File: config.mk
export PLATFORM = sky130hd
export DESIGN_NAME = skew_align_top
export DESIGN_NICKNAME = d
export VERILOG_FILES = /design/src/rtl/skew_pkg.sv /design/src/rtl/skew_ctrl_fsm.sv /design/src/rtl/skew_max_scan.sv /design/src/rtl/skew_quant.sv /design/src/rtl/skew_align_top.sv
export SDC_FILE = /design/constraint.sdc
export NUM_CORES = 1
export LEC_CHECK = 0
export ABC_CLOCK_PERIOD_IN_PS = 4300
export BUFFER_PORTS_ARGS = -buffer_cell sky130_fd_sc_hd__clkbuf_2
export CAP_MARGIN = 25
export CORE_MARGIN = 2
export CORE_UTILIZATION = 50
export CTS_CLUSTER_DIAMETER = 150
export DETAILED_ROUTE_END_ITERATION = 8
export HOLD_SLACK_MARGIN = 0.05
export PLACE_DENSITY = 0.68
export SYNTH_ARGS = -nofsm -noshare
export SYNTH_HDL_FRONTEND = slang
export SYNTH_HIERARCHICAL = 1
export SYNTH_SLANG_ARGS = --single-unit
File: constraint.sdc
create_clock -name clk -period 4.3 [get_ports clk]
set_input_delay 0.86 -clock clk [delete_from_list [all_inputs] [get_ports clk]]
set_output_delay 0.86 -clock clk [all_outputs]
set_load 0.02 [all_outputs]
File: src/rtl/skew_pkg.sv
package skew_pkg;
    localparam int NCH = 3;

    typedef enum logic [1:0] {
        S_IDLE,
        S_SCAN,
        S_CALC,
        S_FINISH
    } skew_state_e;
endpackage

File: src/rtl/skew_ctrl_fsm.sv
module skew_ctrl_fsm
    import skew_pkg::*;
#(
    parameter int NUM_CH = 3,
    parameter int IDX_W  = 2
) (
    input  logic             clk,
    input  logic             rst,
    input  logic             start,
    output logic             accept,
    output logic             scan_en,
    output logic             calc_en,
    output logic             done,
    output logic [IDX_W-1:0] idx
);
    localparam logic [IDX_W-1:0] LAST = IDX_W'(NUM_CH - 1);

    skew_state_e state, nxt;

    // state register
    always_ff @(posedge clk) begin
        if (rst) state <= S_IDLE;
        else     state <= nxt;
    end

    // transitions: accept, scan_end, calc_end, retire
    always_comb begin
        nxt = state;
        unique case (state)
            S_IDLE:   if (start)       nxt = S_SCAN;
            S_SCAN:   if (idx == LAST) nxt = S_CALC;
            S_CALC:   if (idx == LAST) nxt = S_FINISH;
            S_FINISH:                  nxt = S_IDLE;
            default:                   nxt = S_IDLE;
        endcase
    end

    // channel walker shared by both phases
    always_ff @(posedge clk) begin
        if (rst || state == S_IDLE || state == S_FINISH) idx <= '0;
        else if (idx == LAST)                          idx <= '0;
        else                                           idx <= idx + 1'b1;
    end

    // outputs from state
    always_comb begin
        accept  = 1'b0;
        scan_en = 1'b0;
        calc_en = 1'b0;
        done    = 1'b0;
        unique case (state)
            S_IDLE:   accept  = start;
            S_SCAN:   scan_en = 1'b1;
            S_CALC:   calc_en = 1'b1;
            S_FINISH: done    = 1'b1;
            default:  ;
        endcase
    end
endmodule

File: src/rtl/skew_max_scan.sv
module skew_max_scan #(
    parameter int TIME_W = 10
) (
    input  logic              clk,
    input  logic              rst,
    input  logic              clear,
    input  logic              en,
    input  logic [TIME_W-1:0] sample,
    output logic [TIME_W-1:0] max_q
);
    always_ff @(posedge clk) begin
        if (rst || clear)             max_q <= '0;
        else if (en && sample > max_q) max_q <= sample;
    end
endmodule

File: src/rtl/skew_quant.sv
module skew_quant #(
    parameter int TIME_W = 10,
    parameter int CODE_W = 6,
    parameter int STEP   = 8
) (
    input  logic [TIME_W-1:0] lag,
    output logic [CODE_W-1:0] code,
    output logic              sat
);
    localparam int SUM_W = TIME_W + 1;
    localparam logic [SUM_W-1:0] HALF_V   = SUM_W'(STEP / 2);
    localparam logic [SUM_W-1:0] STEP_V   = SUM_W'(STEP);
    localparam logic [SUM_W-1:0] CODE_TOP = SUM_W'((1 << CODE_W) - 1);

    logic [SUM_W-1:0] biased;
    logic [SUM_W-1:0] steps;

    always_comb begin
        biased = {1'b0, lag} + HALF_V;
        steps  = biased / STEP_V;
        sat    = steps > CODE_TOP;
        code   = sat ? {CODE_W{1'b1}} : steps[CODE_W-1:0];
    end
endmodule

File: src/rtl/skew_align_top.sv
module skew_align_top
    import skew_pkg::*;
#(
    parameter int TIME_W = 10,
    parameter int CODE_W = 6,
    parameter int STEP   = 8
) (
    input  logic              clk,
    input  logic              rst,
    input  logic              start,
    input  logic [TIME_W-1:0] t_red,
    input  logic [TIME_W-1:0] t_grn,
    input  logic [TIME_W-1:0] t_blu,
    output logic [CODE_W-1:0] code_red,
    output logic [CODE_W-1:0] code_grn,
    output logic [CODE_W-1:0] code_blu,
    output logic [NCH-1:0]    sat,
    output logic              done
);
    localparam int IDX_W = $clog2(NCH);

    logic             accept, scan_en, calc_en;
    logic [IDX_W-1:0] idx;
    logic [TIME_W-1:0] t_in  [NCH];
    logic [TIME_W-1:0] t_lat [NCH];
    logic [CODE_W-1:0] code_q [NCH];
    logic [NCH-1:0]    sat_q;
    logic [TIME_W-1:0] sel_t, max_t, lag;
    logic [CODE_W-1:0] q_code;
    logic              q_sat;

    assign t_in[0] = t_red;
    assign t_in[1] = t_grn;
    assign t_in[2] = t_blu;

    skew_ctrl_fsm #(.NUM_CH(NCH), .IDX_W(IDX_W)) u_fsm (
        .clk     (clk),
        .rst     (rst),
        .start   (start),
        .accept  (accept),
        .scan_en (scan_en),
        .calc_en (calc_en),
        .done    (done),
        .idx     (idx)
    );

    // pick the channel under the walker
    always_comb begin
        sel_t = '0;
        for (int ch = 0; ch < NCH; ch++) begin
            if (idx == IDX_W'(ch)) sel_t = t_lat[ch];
        end
    end

    skew_max_scan #(.TIME_W(TIME_W)) u_max (
        .clk    (clk),
        .rst    (rst),
        .clear  (accept),
        .en     (scan_en),
        .sample (sel_t),
        .max_q  (max_t)
    );

    assign lag = max_t - sel_t;

    skew_quant #(.TIME_W(TIME_W), .CODE_W(CODE_W), .STEP(STEP)) u_quant (
        .lag  (lag),
        .code (q_code),
        .sat  (q_sat)
    );

    for (genvar ch = 0; ch < NCH; ch++) begin : g_chan
        always_ff @(posedge clk) begin
            if (rst)         t_lat[ch] <= '0;
            else if (accept) t_lat[ch] <= t_in[ch];
        end

        always_ff @(posedge clk) begin
            if (rst) begin
                code_q[ch] <= '0;
                sat_q[ch]  <= 1'b0;
            end else if (calc_en && idx == IDX_W'(ch)) begin
                code_q[ch] <= q_code;
                sat_q[ch]  <= q_sat;
            end
        end
    end

    assign code_red = code_q[0];
    assign code_grn = code_q[1];
    assign code_blu = code_q[2];
    assign sat      = sat_q;
endmodule

# Word level (Yosys, flattened, before mapping)
# Memory sizes are Yosys's and may differ from the RTL's.
# Cells that the tools add are included.
# op_classes
eq_ne,8
n_bitwise,6
n_mux,32
addsub,3
order_cmp,2
reduce_logical,11
# ops
operator,n
$mux W10,6
$mux W6,4
$mux W1,18
$add A10 B3 Y11 const B,1
$gt A10 B10 Y1,1
$sub A10 B10 Y10,1
$gt A8 B6 Y1 const B,1
$pmux W2 S4,1
$eq A2 B2 Y1 const B,3
$mux W2,3
$ne A2 B2 Y1 const B,3
$or A1 B1 Y1,6
$eq A2 B1 Y1 const B,2
$logic_and A1 B1 Y1,4
$logic_not A2 Y1,2
$logic_or A1 B1 Y1,3
$reduce_and A3 Y1,1
$add A2 B1 Y2 const B,1
$reduce_or A2 Y1,1
# totals
regBits,17
mem_bits_rw,48
n_memories,2
# memory_table
name,words,width,read_ports,rd_ports_with_merged_regs,write_ports,line_no,rtl
t_lat,3,10,3,0,3,skew_align_top.sv:25,logic [TIME_W-1:0] t_lat [NCH];
code_q,3,6,3,0,3,skew_align_top.sv:26,logic [CODE_W-1:0] code_q [NCH];

# Depth between registers and ports, before layout
# Gate-level depths: netlist of run 1.
# depth
word_depth,9
ltp_mapped,18
depth_no_buf,15

# Cells and area by module
# The synthesis of run 1 kept the hierarchy.
# by_module_without_submodules
mod,n_inst,area_each_um2,cells_each
skew_align_top,1,2643.8,222
skew_max_scan,1,724.4,81
skew_ctrl_fsm,1,237.7,25
skew_quant,1,215.2,29

# Worst setup path before layout of run 1
# No wires, ideal clock.
# synth_timing
path_type,flip-flop to flip-flop
start,register u_fsm.idx[0]
end,"memory code_q[0][5], data pin"
arrival_ns,3.639
path_buffers,2
t_required_ns,4.045
setup_slack_ns,0.407
path_stages_with_launch,15
path_cell_list,dfxtp_1 > buf_4 > buf_1 > mux2i_1 > o21ai_0 > ha_1 > inv_1 > fa_1 > maj3_2 > a21o_1 > a311oi_2 > xnor2_1 > or2b_2 > o41a_1 > and2_1
# synth_lines
item,line_no,rtl
from (decl),skew_ctrl_fsm.sv:14,output logic [IDX_W-1:0] idx
from (signal assigned),skew_ctrl_fsm.sv:42,else idx <= idx + 1'b1;
to (decl),skew_align_top.sv:26,

==> results of run 1 <==
==> registers in the layout, summed over array words and instances, names as in the netlist <==
signal and count:
u_max/max_q 10, u_fsm/state 2, code_q 18, u_fsm/idx 2, sat 3, t_lat 30
==> final timing paths <==
check,startpoint,slack [ns],to,cells past startpoint
max,u_fsm/idx[0],0.42,code_q[2][3],13
min,sat[0],0.47,sat[0],2
max reg2reg,u_fsm/idx[0],0.42,code_q[2][3],13
min reg2reg,sat[0],0.47,sat[0],2
==> layout by cell type, fill, tap and decap left out, drive strengths merged, types with 3 or more instances in the layout <==
cell type	count
buf	5
o21ai	20
and2	50
nand3	12
nand2b	4
clkbuf	63
xnor2	7
o21bai	4
xor2	3
ha	24
nor2	18
edfxtp	48
a21oi	19
and3	3
nand4	4
mux2i	11
a21o	5
inv	33
dfxtp	17
clkinvlp	3
a211oi	3
nand2	10
a21boi	12
==> critical path: stages, from the launching register on <==
cell	delay, ns
dfxtp_1	0.64
mux2i_1	0.14
o21ai_0	0.32
ha_1	0.21
inv_1	0.06
fa_1	0.41
maj3_2	0.33
a221o_1	0.32
a21oi_1	0.18
xnor2_1	0.25
and3_1	0.32
a21oi_1	0.10
o21bai_1	0.30
and2_1	0.18
==> cell type report <==
type | instances | share of cell area
clock buffers | 9 | 0.0282
clock inverters | 7 | 0.0217
inverters | 33 | 0.0282
multi-input cells | 246 | 0.418
flip-flops and latches | 65 | 0.406
well taps | 99 | 0.0282
repair buffers | 59 | 0.0701
==> layer usage <==
metal	part of all wire	global-route usage	routed length, um
met3	0.041	0.0332	292
met4	0.012	0.0745	88
met5	0	0	0
met1	0.48	0.250	3460
met2	0.47	0.285	3350
==> stage by stage <==
step | instance area, um^2 | hold WS [ns] | cells | setup slack, ns | power (mW)
floorplan | 3820 | 0.411 | 356 | 0.407 | 2.28
global placement | 4170 | 0.458 | 502 | 0.544 | 2.59
detailed placement | 4170 | 0.463 | 502 | 0.421 | 2.62
CTS | 4390 | 0.479 | 518 | 0.398 | 3.20
global route | 4390 | 0.509 | 518 | 0.130 | 3.43
finish | 4390 | 0.474 | 518 | 0.421 | 3.20
==> power groups by stage <==
stage	combinational, mW	clock, mW	sequential (mW)
global placement	1.70	0	0.895
global route	1.93	0.601	0.896
detailed placement	1.72	0	0.898
CTS	1.74	0.581	0.884
floorplan	1.38	0	0.903
finish	1.74	0.568	0.882
==> results by group, run 1 <==
Run status
  • Status: completed

Power and ir drop
  • Cell internal pwr: 1.83 mW
  • Comb pwr share: 0.546
  • Psw: 1.37 mW
  • P_leak: 1.82 nW
  • Clock power share: 0.178
  • Net Sw Frac: 0.428
  • Power Density: 728 nW/um^2
  • Sequential Power Share: 0.276
  • Max IR drop VDD: 0.000331 V

Cells and area
  • Share of layout cells above drive strength 1: 0.227
  • Fillers: 642
  • Layout Nets: 472
  • Sequential cell area: 1780 um^2
  • Diodes inserted: 0
  • Multi-input logic area: 1840 um^2
  • Area grow syn2layout: 15.0%
  • Layout Utilization: 0.599

STA
  • Setup Skew: 0.00584 ns
  • Slew @ Worst Pin: 0.743 ns
  • Setup violators final: 0
  • Slew HR: 0.501
  • RSZ-0062 raised after global routing: no
  • Setup TNS: 0 ns
  • Final Slew Violations: 0
  • Max frequency: 0.258 GHz
  • Tcrit/Tclk final: 0.902
  • Tmin final: 3.88 ns
  • Final Hold Fails: 0

Clock network
  • Quantity of gates resized following cts: 0
  • CTS H-tree depth: 3
  • CTS tree: built
  • Setup Fix Bufs, Post-CTS: 0
  • Clock latency on the worst-skew pair: 0.34 ns
  • Clk buf depth: 2
  • Post-CTS Hold Fix Bufs: 0
  • Root Buffer: clkbuf_8
  • CTS Buf Count: 9
  • Worst-path clk slew: 0.07 ns
  • CTS sink cnt: 65

Hold path
  • Hold Path Class: register to register

Synth
  • Ys Warns: 6
  • Cells after Synth: 356
  • Post-synthesis average cell area: 10.7 um^2
  • Post-Synthesis Cell Area: 3820 um^2
  • Net Count, Synth: 414

Route
  • Initial DRC count: 104
  • Antenna viol nets, final: 0
  • Drt wl/cell: 13.9 um
  • # DRC: 0
  • Drt pass-1 iters: 4
  • Total number of vias: 2717
  • Final WL: 7190 um
  • Post-DR vias/cell: 5.25

Critical path
  • Worst Path Required: 4.51 ns
  • Kind of critical path: register to register
  • CP Capture Type: register
  • CP startpoint kind: register
  • Critical Path AT: 4.09 ns
  • Crit-path max FO: 9

Floorplan
  • Full die area: 8350 um^2
  • Die width: 91.4 um
  • Site Rows: 31
  • Die Ht: 91.4 um
  • Initial Util: 0.521
  • I/O pins: 55
  • Core box area: 7330 um^2

Run
  • Max Cap Viol: 0

Global route
  • Pin count of the biggest net entering global routing: 31
  • Grt ovf: 0
  • Total GRT Usage: 0.182
  • First-pass GRT wire length: 11900 um
  • Initial antenna violation count: 0
  • Vias in the first global route: 2594

Placement
  • Detailed placer's ending HPWL: 5390 um
  • IO buf count: 54
  • Gpl congestion: 0.863
(Power assumes the default switching activity.)
==> run 2, diff against run 1 <==
--- a/config.mk
+++ b/config.mk
@@ -9,11 +9,11 @@
 export BUFFER_PORTS_ARGS = -buffer_cell sky130_fd_sc_hd__clkbuf_2
 export CAP_MARGIN = 25
 export CORE_MARGIN = 2
-export CORE_UTILIZATION = 50
+export CORE_UTILIZATION = 58
 export CTS_CLUSTER_DIAMETER = 150
 export DETAILED_ROUTE_END_ITERATION = 8
 export HOLD_SLACK_MARGIN = 0.05
-export PLACE_DENSITY = 0.68
+export PLACE_DENSITY = 0.78
 export SYNTH_ARGS = -nofsm -noshare
 export SYNTH_HDL_FRONTEND = slang
 export SYNTH_HIERARCHICAL = 1
==> run 2 against run 1 <==
  * First-iteration DRC count grew 52%
  * Sequential share of layout area grew 0.40 points
  * Total power shrank 1.9%
  * Critical path depth grew 2
  * Cell area shrank 0.97%
  * Routed wire length shrank 1.3%
  * Global-route usage grew 3.0 points
  * Count of clock-buffer cells in the layout grew 1
  * Register-to-register slack lost 0.07 ns
  * Worst setup slack lost 0.073 ns
  * Cell count shrank 4.2%
  * Combinational power is essentially flat
  * Largest cell class unchanged
==> results by group, run 2 (same netlist as run 1, synthesis figures left out) <==
Floorplan
  • I/O pins: 55 (unchanged)
  • Die Ht: 85.1 um (-6.8%)
  • Full die area: 7250 um^2 (-13%)
  • Site Rows: 29 (-6.5%)
  • Die width: 85.1 um (-6.8%)
  • Core box area: 6350 um^2 (-13%)
  • Initial Util: 0.601 (+0.0804)

Clock network
  • Root Buffer: clkbuf_8
  • CTS Buf Count: 9 (unchanged)
  • Worst-path clk slew: 0.08 ns (about the same)
  • Post-CTS Hold Fix Bufs: 0 (unchanged)
  • Clk buf depth: 2 (unchanged)
  • CTS tree: built
  • Quantity of gates resized following cts: 0 (unchanged)
  • CTS H-tree depth: 3 (unchanged)
  • Setup Fix Bufs, Post-CTS: 0 (unchanged)
  • CTS sink cnt: 65 (unchanged)
  • Clock latency on the worst-skew pair: 0.34 ns (about the same)

Power and ir drop
  • Cell internal pwr: 1.79 mW (-2.2%)
  • Power Total: 3.13 mW (-1.9%)
  • P_leak: 1.81 nW (-0.23%)
  • Psw: 1.34 mW (-1.6%)
  • Power Density: 721 nW/um^2 (-0.95%)
  • Sequential Power Share: 0.282 (+0.006)
  • Clock power share: 0.168 (-0.010)
  • Max IR drop VDD: 0.000416 V (+26%)
  • Net Sw Frac: 0.429 (+0.00143)
  • Comb pwr share: 0.550 (+0.004)

Critical path
  • Kind of critical path: register to register
  • RR Endpoint: code_q[2][4]
  • RR Startpoint: u_fsm/idx[0]
  • Critical Path AT: 4.04 ns (-0.05 ns)
  • Reg2Reg Setup Slack: 0.35 ns (-0.07 ns)
  • CP Capture Type: register
  • Crit-path max FO: 15 (+6)
  • R2R cell count: 15 (+2)
  • Worst setup path startpoint: u_fsm/idx[0]
  • CP startpoint kind: register
  • Worst Path Required: 4.39 ns (-0.12 ns)

Cells and area
  • Post-Layout Cell Count: 496 (-4.2%)
  • Most common cell after layout, fill and taps aside: clkbuf_2
  • Biggest register: t_lat
  • Regs by FF count: t_lat: 30 flops, code_q: 18 flops, u_max/max_q: 10 flops
  • Most frequent cells in the layout: clkbuf_2, and2_1, edfxtp_1, inv_1, ha_1
  • Layout Utilization: 0.685 (+0.0858)
  • Layout Nets: 472 (unchanged)
  • Final instance area: 4350 um^2 (-0.97%)
  • Fillers: 487 (-24%)
  • Max reg flops: 30 (unchanged)
  • Diodes inserted: 0 (unchanged)
  • Share of layout cells above drive strength 1: 0.229 (+0.00239)
  • Area grow syn2layout: 13.9%

STA
  • Slew @ Worst Pin: 0.760 ns (+0.0163 ns)
  • Setup Skew: 0.00801 ns (+0.00217 ns)
  • Setup violators final: 0 (unchanged)
  • Tmin final: 3.95 ns (+0.0727 ns)
  • RSZ-0062 raised after global routing: no
  • Tcrit/Tclk final: 0.919 (+0.0169)
  • Setup TNS: 0 ns (unchanged)
  • Final Hold Fails: 0 (unchanged)
  • Max frequency: 0.253 GHz (-1.8%)
  • Slew HR: 0.493 (-0.00818)
  • Final Slew Violations: 0 (unchanged)

Global route
  • Initial antenna violation count: 0 (unchanged)
  • First-pass GRT wire length: 12100 um (+1.6%)
  • Vias in the first global route: 2674 (+3.1%)
  • Pin count of the biggest net entering global routing: 31 (unchanged)
  • Total GRT Usage: 0.212 (+0.0300)
  • Grt ovf: 0 (unchanged)

Placement
  • Gpl congestion: 0.890 (+3.1%)
  • Cells after DPL: 480 (-4.4%)
  • IO buf count: 54 (unchanged)
  • Placed Area: 4150 um^2 (-0.66%)
  • Detailed placer's ending HPWL: 5290 um (-1.9%)

Hold path
  • Hold Path Class: register to register
  • Hold path depth: 2 (unchanged)
  • Hold path endpoint: sat[1]
  • Hold Startpoint: sat[1]

Route
  • Final WL: 7100 um (-1.3%)
  • Antenna viol nets, final: 0 (unchanged)
  • Total number of vias: 2748 (+1.1%)
  • # DRC: 0 (unchanged)
  • Drt pass-1 iters: 4 (unchanged)
  • Met2 wire length: 3530 um (+5.1%)
  • Met1 Wirelength: 3160 um (-8.8%)
  • Drt wl/cell: 14.3 um (+3.1%)
  • Initial DRC count: 158 (+52%)
  • Top Layer Used: met4
  • Post-DR vias/cell: 5.54 (+5.6%)
  • Met3 WL post-DR: 290 um (-0.68%)

Run status
  • Status: completed

Run
  • Max Cap Viol: 0 (unchanged)
[run 2: cell count changes in the layout (fill, tap and decap cells not counted), sizes merged]
cell,previous run,this run
clkinv,2,1
bufinv,2,1
clkbuf,63,64
inv,33,34
[run 2: worst max-delay path: stages, from the launching register on]
cell,delay [ns]
dfxtp_1,0.72
buf_4,0.28
mux2i_1,0.19
nor2_1,0.06
a21oi_1,0.25
ha_1,0.33
a21oi_1,0.11
o21bai_1,0.26
nor3_1,0.08
o21ai_0,0.17
o41ai_1,0.09
a311oi_1,0.33
a21boi_1,0.31
a21o_1,0.16
a41oi_1,0.17
and2_1,0.19
[run 2: final cells by class]
class                   instances  area (um^2)  share of cell area
clock buffers                  10          138              0.0316
well taps                      77         96.3              0.0222
inverters                      33          124              0.0285
multi-input cells             246         1840               0.422
flip-flops and latches         65         1780               0.410
clock inverters                 6         66.3              0.0152
repair buffers                 59          308              0.0708
[run 2: how the worst max path moves through the flow]
stage,cells after the start,slack (ns),to
final,15,0.35,code_q[2][4]
after CTS,12,0.37,code_q[2][5]
after floorplan,14,0.41,code_q[0][5]
after global placement,15,0.42,code_q[0][4]
after global routing,15,0.07,code_q[2][4]
after detailed placement,12,0.39,code_q[2][5]
[run 2: layer usage]
layer / track usage / vias to the layer above
met4: 0.0866 / 0
met1: 0.273 / 1283
met5: 0 / -
met3: 0.0447 / 10
li1: - / 1388
met2: 0.351 / 67
[run 2: metrics by stage]
step	hold slack (ns)	setup slack (ns)
6_report	0.477	0.348
3_3_place_gp	0.460	0.420
5_1_grt	0.499	0.0690
4_1_cts	0.479	0.371
2_1_floorplan	0.411	0.407
3_5_place_dp	0.464	0.394
[run 2: power groups by stage]
stage          Combinational, mW  Clock (mW)  Sequential (mW)
2_1_floorplan               1.38           0            0.903
3_3_place_gp                1.67           0            0.894
3_5_place_dp                1.70           0            0.899
4_1_cts                     1.71       0.538            0.885
5_1_grt                     1.91       0.569            0.898
6_report                    1.72       0.527            0.883
